$ cat src/rtl/intc_vec64_pkg.sv
package intc_vec64_pkg;

    // trigger field: bit 0 = rising, bit 1 = falling, 00 = level high
    typedef enum logic [1:0] {
        TRIG_LEVEL     = 2'b00,
        TRIG_RISE      = 2'b01,
        TRIG_FALL      = 2'b10,
        TRIG_RISE_BOTH = 2'b11
    } trig_e;

    typedef struct packed {
        logic       spare_hi;
        trig_e      trig;
        logic       spare_lo;
        logic       en;
        logic [2:0] dest;
    } ctrl_t;

    localparam logic [2:0] DEST_IRQ      = 3'd0;
    localparam logic [2:0] DEST_FIQ      = 3'd1;
    localparam int         DEST_AUX_BASE = 2;

    localparam int ADDR_VEC      = 'h00;
    localparam int ADDR_IRQ_PRIO = 'h20;
    localparam int ADDR_FIQ_PRIO = 'h24;
    localparam int ADDR_CTRL     = 'h40;
    localparam int ADDR_STAT     = 'h80;

endpackage

$ cat src/rtl/intc_src_cell.sv
module intc_src_cell
    import intc_vec64_pkg::*;
(
    input  logic  clk,
    input  logic  rst_n,
    input  logic  line_i,
    input  trig_e trig_i,
    input  logic  clr_i,
    output logic  status_o
);

    logic prev_q;
    logic latch_q;
    logic rise;
    logic fall;
    logic evt;

    assign rise = line_i & ~prev_q;
    assign fall = ~line_i & prev_q;

    always_comb begin
        unique case (trig_i)
            TRIG_LEVEL:     evt = 1'b0;
            TRIG_RISE:      evt = rise;
            TRIG_FALL:      evt = fall;
            TRIG_RISE_BOTH: evt = rise;
        endcase
    end

    always_ff @(posedge clk) begin
        if (!rst_n) begin
            prev_q  <= 1'b0;
            latch_q <= 1'b0;
        end else begin
            prev_q <= line_i;
            if (evt)
                latch_q <= 1'b1;
            else if (clr_i)
                latch_q <= 1'b0;
        end
    end

    assign status_o = (trig_i == TRIG_LEVEL) ? line_i : latch_q;

    // a latched edge survives until a clear arrives
    assert_latch_hold_R4: assert property (@(posedge clk) disable iff (!rst_n)
        (latch_q && !clr_i) |=> latch_q);

    // a one written to the status bit removes the event
    assert_clear_takes_R6: assert property (@(posedge clk) disable iff (!rst_n)
        (clr_i && !evt) |=> !latch_q);

endmodule

$ cat src/rtl/intc_resolver.sv
module intc_resolver #(
    parameter int N = 64
) (
    input  logic                 clk,
    input  logic                 rst_n,
    input  logic [N-1:0]         pend_i,
    input  logic                 rot_en_i,
    input  logic [$clog2(N)-1:0] ptr_i,
    output logic                 any_o,
    output logic [$clog2(N)-1:0] win_o
);

    localparam int IW = $clog2(N);

    logic [IW-1:0] base;
    logic [N-1:0]  rot;
    logic [IW-1:0] idx;

    assign base = rot_en_i ? IW'(ptr_i + 1'b1) : '0;

    always_comb begin
        for (int i = 0; i < N; i++)
            rot[i] = pend_i[IW'(i + int'(base))];
    end

    always_comb begin
        idx = '0;
        for (int i = N - 1; i >= 0; i--)
            if (rot[i]) idx = IW'(i);
    end

    assign any_o = |pend_i;
    assign win_o = IW'(base + idx);

    // the reported winner is really pending
    assert_winner_pending_R8: assert property (@(posedge clk) disable iff (!rst_n)
        any_o |-> pend_i[win_o]);

    // fixed mode always prefers source 0
    assert_fixed_lowest_R8: assert property (@(posedge clk) disable iff (!rst_n)
        (!rot_en_i && pend_i[0]) |-> (win_o == '0));

endmodule

$ cat src/rtl/intc_vec64.sv
module intc_vec64
    import intc_vec64_pkg::*;
#(
    parameter int N_SRC  = 64,
    parameter int ADDR_W = 8,
    parameter int DATA_W = 32
) (
    input  logic              clk,
    input  logic              rst_n,
    input  logic [ADDR_W-1:0] bus_addr,
    input  logic              bus_wr,
    input  logic              bus_rd,
    input  logic [DATA_W-1:0] bus_wdata,
    output logic [DATA_W-1:0] bus_rdata,
    input  logic [N_SRC-1:0]  irq_lines,
    output logic              irq_o,
    output logic              fiq_o,
    output logic [5:0]        aux_o
);

    localparam int IW       = $clog2(N_SRC);
    localparam int N_WORDS  = N_SRC / DATA_W;
    localparam int N_AUX    = 6;
    localparam int BPW      = DATA_W / 8;
    localparam logic [IW-1:0] IDLE_VEC = IW'(N_SRC - 1);

    ctrl_t [N_SRC-1:0] ctrl_q;
    logic [N_SRC-1:0]  stat;
    logic [N_SRC-1:0]  clr;
    logic [N_SRC-1:0]  pend_all;
    logic [N_SRC-1:0]  irq_pend;
    logic [N_SRC-1:0]  fiq_pend;
    logic [N_AUX-1:0][N_SRC-1:0] aux_pend;

    logic          rot_q;
    logic [IW-1:0] ptr_q;
    logic [6:0]    fiq_prio_q;
    logic [IW-1:0] vec_q;
    logic          vec_valid_q;
    logic          irq_q, fiq_q;
    logic [N_AUX-1:0] aux_q;
    logic          any_irq;
    logic [IW-1:0] win;

    // control bytes
    always_ff @(posedge clk) begin
        if (!rst_n) begin
            ctrl_q <= '0;
        end else if (bus_wr) begin
            for (int i = 0; i < N_SRC; i++)
                if (bus_addr == ADDR_W'(ADDR_CTRL + (i / BPW) * BPW))
                    ctrl_q[i] <= bus_wdata[8*(i%BPW) +: 8];
        end
    end

    // per-source trigger cells
    for (genvar g = 0; g < N_SRC; g++) begin : g_src
        assign clr[g] = bus_wr
            && (bus_addr == ADDR_W'(ADDR_STAT + 4 * (g / DATA_W)))
            && bus_wdata[g % DATA_W];

        intc_src_cell u_cell (
            .clk      (clk),
            .rst_n    (rst_n),
            .line_i   (irq_lines[g]),
            .trig_i   (ctrl_q[g].trig),
            .clr_i    (clr[g]),
            .status_o (stat[g])
        );

        assign pend_all[g] = stat[g] & ctrl_q[g].en;
        assign irq_pend[g] = pend_all[g] && (ctrl_q[g].dest == DEST_IRQ);
        assign fiq_pend[g] = pend_all[g] && (ctrl_q[g].dest == DEST_FIQ);

        for (genvar k = 0; k < N_AUX; k++) begin : g_aux
            assign aux_pend[k][g] = pend_all[g]
                && (ctrl_q[g].dest == 3'(k + DEST_AUX_BASE));
        end
    end

    intc_resolver #(.N(N_SRC)) u_res (
        .clk      (clk),
        .rst_n    (rst_n),
        .pend_i   (irq_pend),
        .rot_en_i (rot_q),
        .ptr_i    (ptr_q),
        .any_o    (any_irq),
        .win_o    (win)
    );

    // priority registers and rotation pointer
    always_ff @(posedge clk) begin
        if (!rst_n) begin
            rot_q      <= 1'b0;
            ptr_q      <= '0;
            fiq_prio_q <= '0;
        end else if (bus_wr && bus_addr == ADDR_W'(ADDR_IRQ_PRIO)) begin
            rot_q <= bus_wdata[6];
            ptr_q <= bus_wdata[IW-1:0];
        end else if (bus_wr && bus_addr == ADDR_W'(ADDR_FIQ_PRIO)) begin
            fiq_prio_q <= bus_wdata[6:0];
        end else if (bus_rd && bus_addr == ADDR_W'(ADDR_VEC) && rot_q && vec_valid_q) begin
            ptr_q <= vec_q;
        end
    end

    // registered outputs and vector
    always_ff @(posedge clk) begin
        if (!rst_n) begin
            irq_q       <= 1'b0;
            fiq_q       <= 1'b0;
            aux_q       <= '0;
            vec_q       <= IDLE_VEC;
            vec_valid_q <= 1'b0;
        end else begin
            irq_q       <= |irq_pend;
            fiq_q       <= |fiq_pend;
            for (int k = 0; k < N_AUX; k++)
                aux_q[k] <= |aux_pend[k];
            vec_q       <= any_irq ? win : IDLE_VEC;
            vec_valid_q <= any_irq;
        end
    end

    assign irq_o = irq_q;
    assign fiq_o = fiq_q;
    assign aux_o = aux_q;

    // read mux
    always_comb begin
        bus_rdata = '0;
        if (bus_addr == ADDR_W'(ADDR_VEC))
            bus_rdata[IW-1:0] = vec_q;
        if (bus_addr == ADDR_W'(ADDR_IRQ_PRIO))
            bus_rdata[IW:0] = {rot_q, ptr_q};
        if (bus_addr == ADDR_W'(ADDR_FIQ_PRIO))
            bus_rdata[6:0] = fiq_prio_q;
        for (int i = 0; i < N_SRC; i++)
            if (bus_addr == ADDR_W'(ADDR_CTRL + (i / BPW) * BPW))
                bus_rdata[8*(i%BPW) +: 8] = ctrl_q[i];
        for (int w = 0; w < N_WORDS; w++)
            if (bus_addr == ADDR_W'(ADDR_STAT + 4 * w))
                bus_rdata = stat[DATA_W*w +: DATA_W];
    end

    // a reported vector always comes with the request line
    assert_vec_implies_irq_R9: assert property (@(posedge clk) disable iff (!rst_n)
        (vec_q != IDLE_VEC) |-> irq_o);

    // the fast request rises only after a fast-routed source was pending
    assert_fiq_origin_R7: assert property (@(posedge clk) disable iff (!rst_n)
        $rose(fiq_o) |-> $past(|fiq_pend));

endmodule

$ cat config.mk
export PLATFORM = sky130hd
export DESIGN_NAME = intc_vec64
export DESIGN_NICKNAME = d
export VERILOG_FILES = /design/src/rtl/intc_vec64_pkg.sv /design/src/rtl/intc_src_cell.sv /design/src/rtl/intc_resolver.sv /design/src/rtl/intc_vec64.sv
export SDC_FILE = /design/constraint.sdc
export NUM_CORES = 2
export LEC_CHECK = 0
export ABC_AREA = 1
export BUFFER_PORTS_ARGS = -buffer_cell sky130_fd_sc_hd__buf_2
export CORE_AREA = 2 2 290 578
export CTS_BUF_LIST = sky130_fd_sc_hd__clkbuf_4 sky130_fd_sc_hd__clkbuf_8 sky130_fd_sc_hd__clkbuf_16
export DETAILED_ROUTE_END_ITERATION = 12
export DIE_AREA = 0 0 292 580
export PLACE_DENSITY = 0.46
export SLEW_MARGIN = 10
export SYNTH_ARGS = -nofsm -noshare
export SYNTH_HDL_FRONTEND = slang
export SYNTH_SLANG_ARGS = --single-unit
$ cat constraint.sdc
create_clock -name clk -period 8.72 [get_ports clk]
set_input_delay 0.872 -clock clk [delete_from_list [all_inputs] [get_ports clk]]
set_output_delay 0.872 -clock clk [all_outputs]
set_load 0.05 [all_outputs]
* Yosys cells after proc, flatten, opt, wreduce, memory -nomap -nowiden *
Cells that the tools add are included.

storage, ports and cells
  bits of input ports = 108
  output and inout port bits = 40
  bits in registers = 668
  word-level logic and storage cells = 3019

operators by class
  reductions and logical operators = 868
  mux-type cells = 585
  bitwise operators = 321
  eq/ne operators = 661
  add/sub/neg operators = 65
  $lt $le $gt $ge = 64

operators by type and width
  kind                                                                           count
  3-bit equality test (second input constant)                                    256
  1-bit logical AND                                                              583
  6-bit by 8-bit less-than comparator with 1-bit output (second input constant)  64
  8-bit two-way mux                                                              64
  64-bit OR reduction                                                            8
  6-bit two-way mux                                                              69
  1-bit binary-select mux with 6-bit select                                      64
  3-bit by 2-bit equality test with 1-bit output (second input constant)         128
  1-bit two-way mux                                                              320
  2-bit equality test (second input constant)                                    128
  6-bit adder (first input constant)                                             32
  1-bit AND                                                                      192
  3-bit by 1-bit equality test with 1-bit output (second input constant)         64
  3-bit zero test                                                                64
  1-bit one-hot mux with 3 select lines                                          64
  2-bit nonzero test                                                             65
  1-bit NOT                                                                      129
  2-bit by 1-bit equality test with 1-bit output (second input constant)         64
  8-bit by 7-bit equality test with 1-bit output (second input constant)         16
  2-bit zero test                                                                64
  2-bit OR reduction                                                             64
  5-bit by 6-bit adder with 6-bit output (first input constant)                  16
  32-bit two-way mux                                                             2
  4-bit by 6-bit adder with 6-bit output (first input constant)                  8
  other kinds (11)                                                               36

* Depth between registers and ports, before layout *
  depth after elaboration = 72
  gate-level depth with buffers = 88
  depth with buffers taken out = 86

* By module *
Synthesis repeated with hierarchy kept, for this count alone.

second synthesis, totals
  cell total of the unflattened synthesis = 7188
  area total of the unflattened synthesis = 42649.7 um^2

by module, submodules not included
  module         area an instance (um^2)  sequential area each (um^2)  cells an instance  instances
  intc_vec64     28218.3                  10830.4                      4402               1
  intc_resolver  7384.6                   0.0                          1570               1
  intc_src_cell  110.1                    40.0                         19                 64

* Least setup slack after synthesis *
Ideal clock, no wire load.

  path kind = register to register
  start point = register ptr_q[0]
  end point = register vec_q[4]
  required time = 8584 ps
  slack = 1846 ps
  setup time = 136 ps
  data arrival time = 6738 ps
  stages on the path, launching flop included = 86
  buffers on the path = 4
  cell sequence = dfxtp_1 ha_1 nand2_1 clkinv_1 nor2_2 nand2_4 buf_1 clkbuf_1 ha_1 clkbuf_1 inv_1 clkbuf_1 nand3_1 nand3_1 nand3_1 nand3_1 nand2_1 nand2_1 [... 50 more ...] nand2_1 nand2_1 nand2_1 nand2_1 nand2_1 nand2_1 nand2_1 nand2_1 nand2_1 nand2_1 a21oi_2 ha_1 fa_1 a21oi_1 o21ai_0 xor2_1 inv_1 nand2_1

on the way
  cells in the longest elaborated chain, start to end = 71

ends and longest elaborated chain
  item                                                   line                 source
  start, declared                                        intc_vec64.sv:36     logic [IW-1:0] ptr_q;
  start signal, assigned                                 intc_vec64.sv:99     ptr_q <= bus_wdata[IW-1:0];
  start signal, assigned                                 intc_vec64.sv:103    ptr_q <= vec_q;
  6-bit by 1-bit adder with 6-bit output *               intc_resolver.sv:19  assign base = rot_en_i ? IW'(ptr_i + 1'b1) : '0;
  6-bit two-way mux *                                    intc_resolver.sv:19
  6-bit adder                                            intc_resolver.sv:23  rot[i] = pend_i[IW'(i + int'(base))];
  1-bit binary-select mux with 6-bit select              intc_resolver.sv:23
  1-bit two-way mux (implied by the code) (2 in series)  intc_resolver.sv:23
  6-bit two-way mux (64 in series)                       intc_resolver.sv:29  if (rot[i]) idx = IW'(i);
  6-bit adder *                                          intc_resolver.sv:33  assign win_o = IW'(base + idx);
  end signal, assigned                                   intc_vec64.sv:120    vec_q <= any_irq ? win : IDLE_VEC;
  end, declared                                          intc_vec64.sv:38     logic [IW-1:0] vec_q;

Every way passes the cells marked *; elsewhere a longest branch is shown, timed or not. The select of a mux whose other input is x is not followed.
A chain may end at the register's enable or synchronous reset.

* Worst setup path after layout *
  start point = input port bus_addr[1]
  end point = output port bus_rdata[5]

on the way
  cells in the longest elaborated chain, start to end = 22

ends and longest elaborated chain
  item                              line               source
  start, declared                   intc_vec64.sv:10   input logic [ADDR_W-1:0] bus_addr,
  8-bit zero test                   intc_vec64.sv:132  if (bus_addr == ADDR_W'(ADDR_VEC))
  6-bit two-way mux                 intc_vec64.sv:132
  7-bit two-way mux                 intc_vec64.sv:134  if (bus_addr == ADDR_W'(ADDR_IRQ_PRIO))
  7-bit two-way mux                 intc_vec64.sv:136  if (bus_addr == ADDR_W'(ADDR_FIQ_PRIO))
  8-bit two-way mux (16 in series)  intc_vec64.sv:139  if (bus_addr == ADDR_W'(ADDR_CTRL + (i / BPW) * BPW))
  32-bit two-way mux                intc_vec64.sv:142  if (bus_addr == ADDR_W'(ADDR_STAT + 4 * w))
  32-bit two-way mux *              intc_vec64.sv:142
  end, declared                     intc_vec64.sv:14   output logic [DATA_W-1:0] bus_rdata,

Every way passes the cells marked *; elsewhere a longest branch is shown, timed or not.

==> metrics.cfg <==
[die]
floorplan.initialDensity = 0.248
fp.dieW_um = 292
ioPinCount = 148
die_area_um2 = 169000
dieHeight_um = 580
coreArea_um2 = 165000
row_count = 211

[cts]
clkTransAtPathRegs_ps = 60
cts_buffer_depth = 3
cts_setup_buffers = 0
htreeDepth = 3
cts_tree = done
clock_sinks = 668
clkLatencyLatePin_ps = 690
cts_hold_buf = 0
numCtsBuffers = 71
cts_root_buffer = clkbuf_16
cts.repair.resized = 0

[yosys]
yosysTopAreaCellShare = 0.327
synth.largest_area_cell = dfxtp_1
yosys.cell_types.count = 61
syn-cell-area_um2 = 40900
synth_area_leaders = dfxtp_1 (33%), nand2_1 (11%), nand3_1 (8.3%)
synth_flop_cell = dfxtp_1
ys_seq_area_frac = 0.327
syn_inst = 6406
syn_area_per_cell_um2 = 6.39
async_flop_share = 0
synth_nets = 6538
synth-seq-cells = 668
synth-edff-count = 0
ys_warn_count = 0

[finish]
fin_util = 0.287
syn2layout_area_growth_pct = 15.5
nNetsFinal = 6609
drive_gt1_frac = 0.0851
fin_area_um2 = 47300

[detailed_routing]
vias_per_cell = 5.58
drc = 0
dr.pass1.iters = 8
dr_total_vias = 48400
wl_per_cell_um = 31.0
routed_wl_um = 269000
antenna_left = 0
drtIter0Drc = 4471

[global_routing]
antenna_found_initial = 18
grt.total_usage = 0.307
first_global_vias = 47000
grt_max_degree = 160
grt_pass1_wl_um = 366000
overflow = 0

[worst_setup_path]
reg2reg_slack_ps = 1200
worstReg2RegStart = ptr_q[1]
end_kind = output port
path_class = input pin to output port
path_buf_inv = 5
cp_slowest_stage_delay_ps = 810
slowest_stage = nor3_1
crit_family = simple AND/OR/NAND/NOR gates
arrival_ps = 6780
rr_worst_depth = 82
critPathMaxFanout = 5
cp.required_ps = 7850
r2r-end = vec_q[4]
startpoint_type = input pin
path_cells = buf_2 > nor2_1 > inv_1 > nor3_1 > inv_1 > nor2_1 > inv_1 > nor2_1 > a221oi_1 > nand3_1 > o22ai_1 > nand4_1 > nor4_1 > nand4_1 > nor3_1 > nand4_1 > buf_2

[timing]
fmax_mhz = 131
min_period_ps = 7650
setup_viol = 0
relSlewSlack = 0.0426
tightest_slew_ps = 1400
hold_violations = 0
drv_slew = 0
tns_ps = 0
setup_ws_ps = 1070
finalCritPeriodShare = 0.878
rsz0062_at_grt = no
fin_skew_ps = 41.7

[status]
outcome = finished, final reports clean

[placed_design]
gp_congestion = 1.08
place_area_um2 = 44700
dp_hpwl_um = 212000
dpl_worst_slack_ps = 840
port_buffers = 147

[pwr]
internal-power_w = 0.00513
clkPwrFrac = 0.494
comb_power_share = 0.068
power.density_cell_area_nw_per_um2 = 149
p_leak_nw = 17.8
p_sw_frac = 0.270
power_switching_w = 0.00190
seq_power_share = 0.438
ir_drop_mv = 0.148

[min_path]
hold-path-cell-count = 3
holdCritStartpoint = irq_lines[52]
hold_end = g_src[52].u_cell.prev_q
hold_path_class = input pin to register

[job]
maxCapViolCount = 0

[cell type report]
class / instances / area [um^2]
clock inverters: 27 / 383
diodes: 12 / 30.0
well taps: 2130 / 2670
inverters: 802 / 3020
multi-input cells: 4592 / 23400
repair buffers: 342 / 2300
clock buffers: 102 / 2160
flip-flops and latches: 668 / 13400
fillers: 18500 / 118000
[metrics by stage]
| step | hold WS (ps) | cells | power [W] |
|---|---|---|---|
| after detailed placement | 439 | 8534 | 0.00362 |
| after CTS | 392 | 8663 | 0.00708 |
| final | 423 | 8675 | 0.00704 |
| after global placement | 435 | 8534 | 0.00362 |
| after global routing | 434 | 8664 | 0.00719 |
| after floorplan | 425 | 6406 | 0.00333 |
[layer usage]
layer,GRT usage,part of all wire
met1,0.286,0.32
met4,0.352,0.14
met2,0.542,0.49
met3,0.0376,0.046
met5,0,0.00030
[worst max path at each step]
stage                     slack, ps      endpoint           from  cells after the start
after detailed placement        840      vec_q[4]  irq_lines[52]                     75
after floorplan                1850      vec_q[4]       ptr_q[0]                     85
after global routing            200      vec_q[4]       ptr_q[1]                     82
after CTS                      1130      vec_q[4]       ptr_q[1]                     82
after global placement          430      vec_q[4]  irq_lines[52]                     75
final                          1070  bus_rdata[5]    bus_addr[1]                     17
[power by group through the flow]
stage          sequential (W)  clock, W  combinational [W]
2_1_floorplan         0.00315         0           0.000183
3_3_place_gp          0.00315         0           0.000467
3_5_place_dp          0.00315         0           0.000467
4_1_cts               0.00308   0.00353           0.000468
5_1_grt               0.00308   0.00362           0.000490
6_report              0.00308   0.00348           0.000478
[state kept, by name, summed over array words and instances (netlist names)]
name	count
rot_q	1
fiq_o	1
ptr_q	6
aux_o	6
vec_q	6
g_src.u_cell.latch_q	64
irq_o	1
fiq_prio_q	7
g_src.u_cell.prev_q	64
ctrl_q	512
[layout by cell type, fill, tap and decap left out, types with 7 or more instances in the layout]
cell,netlist,routed
inv_2,17,16
a21oi_1,609,609
o31ai_1,9,9
clkbuf_16,0,74
o21ai_1,15,16
nand3_1,683,682
a2111oi_0,30,22
o22ai_1,40,40
clkbuf_8,0,16
nor3_1,151,150
clkbuf_4,0,12
o2111ai_1,29,29
inv_1,777,777
nor4_1,194,188
a31oi_1,92,92
a221oi_1,25,25
mux2i_1,8,8
buf_2,20,145
dfxtp_1,668,668
a41oi_1,8,8
clkinv_2,0,13
nand4_1,263,263
buf_12,0,7
nand2_2,3,17
buf_4,9,188
clkinv_1,8,8
xnor2_1,19,19
o41ai_1,27,27
o21a_1,39,39
nand2_1,1192,1178
o21ai_0,580,579
nor2_1,413,398
ha_1,23,23
xor2_1,31,31
nor2_2,1,10
bufinv_16,0,8
diode_2,0,12
a211oi_1,41,41
a2111o_1,8,8
[tightest hold or removal path: stages]
cell and delay, ps:
buf_2 110, nand2_1 50, inv_1 40
[cell usage after synthesis (all sizes together), types with 2 or more instances]
master	count
o41ai	27
nor3	151
a2111o	8
buf	50
a31oi	92
mux2i	8
a221oi	25
nand2	1197
inv	794
ha	23
xor2	37
or4	6
a311oi	3
o21a	39
and2	2
clkbuf	294
o2111ai	29
nand4	264
xnor2	20
nor2	415
a211oi	41
o22ai	40
a32o	5
nor4	194
clkinv	8
a41oi	8
a221o	2
o21bai	2
o21ai	599
a2111oi	30
o221ai	2
a22o	4
dfxtp	668
nand3	688
o32ai	6
a21oi	611
o31ai	9
[logic make-up after synthesis]
| family | count (synthesis) | share of synthesized area |
|---|---|---|
| flip-flops | 668 | 0.327 |
| AND/OR/NAND/NOR | 2918 | 0.324 |
| AO/OA/AOI/OAI | 1585 | 0.219 |
| XOR/XNOR | 57 | 0.0146 |
| buffers and inverters | 1146 | 0.107 |
| multiplexers | 8 | 0.00196 |
| adder cells (fa/ha/maj) | 24 | 0.00752 |
Power figures use the tool's default switching activity.
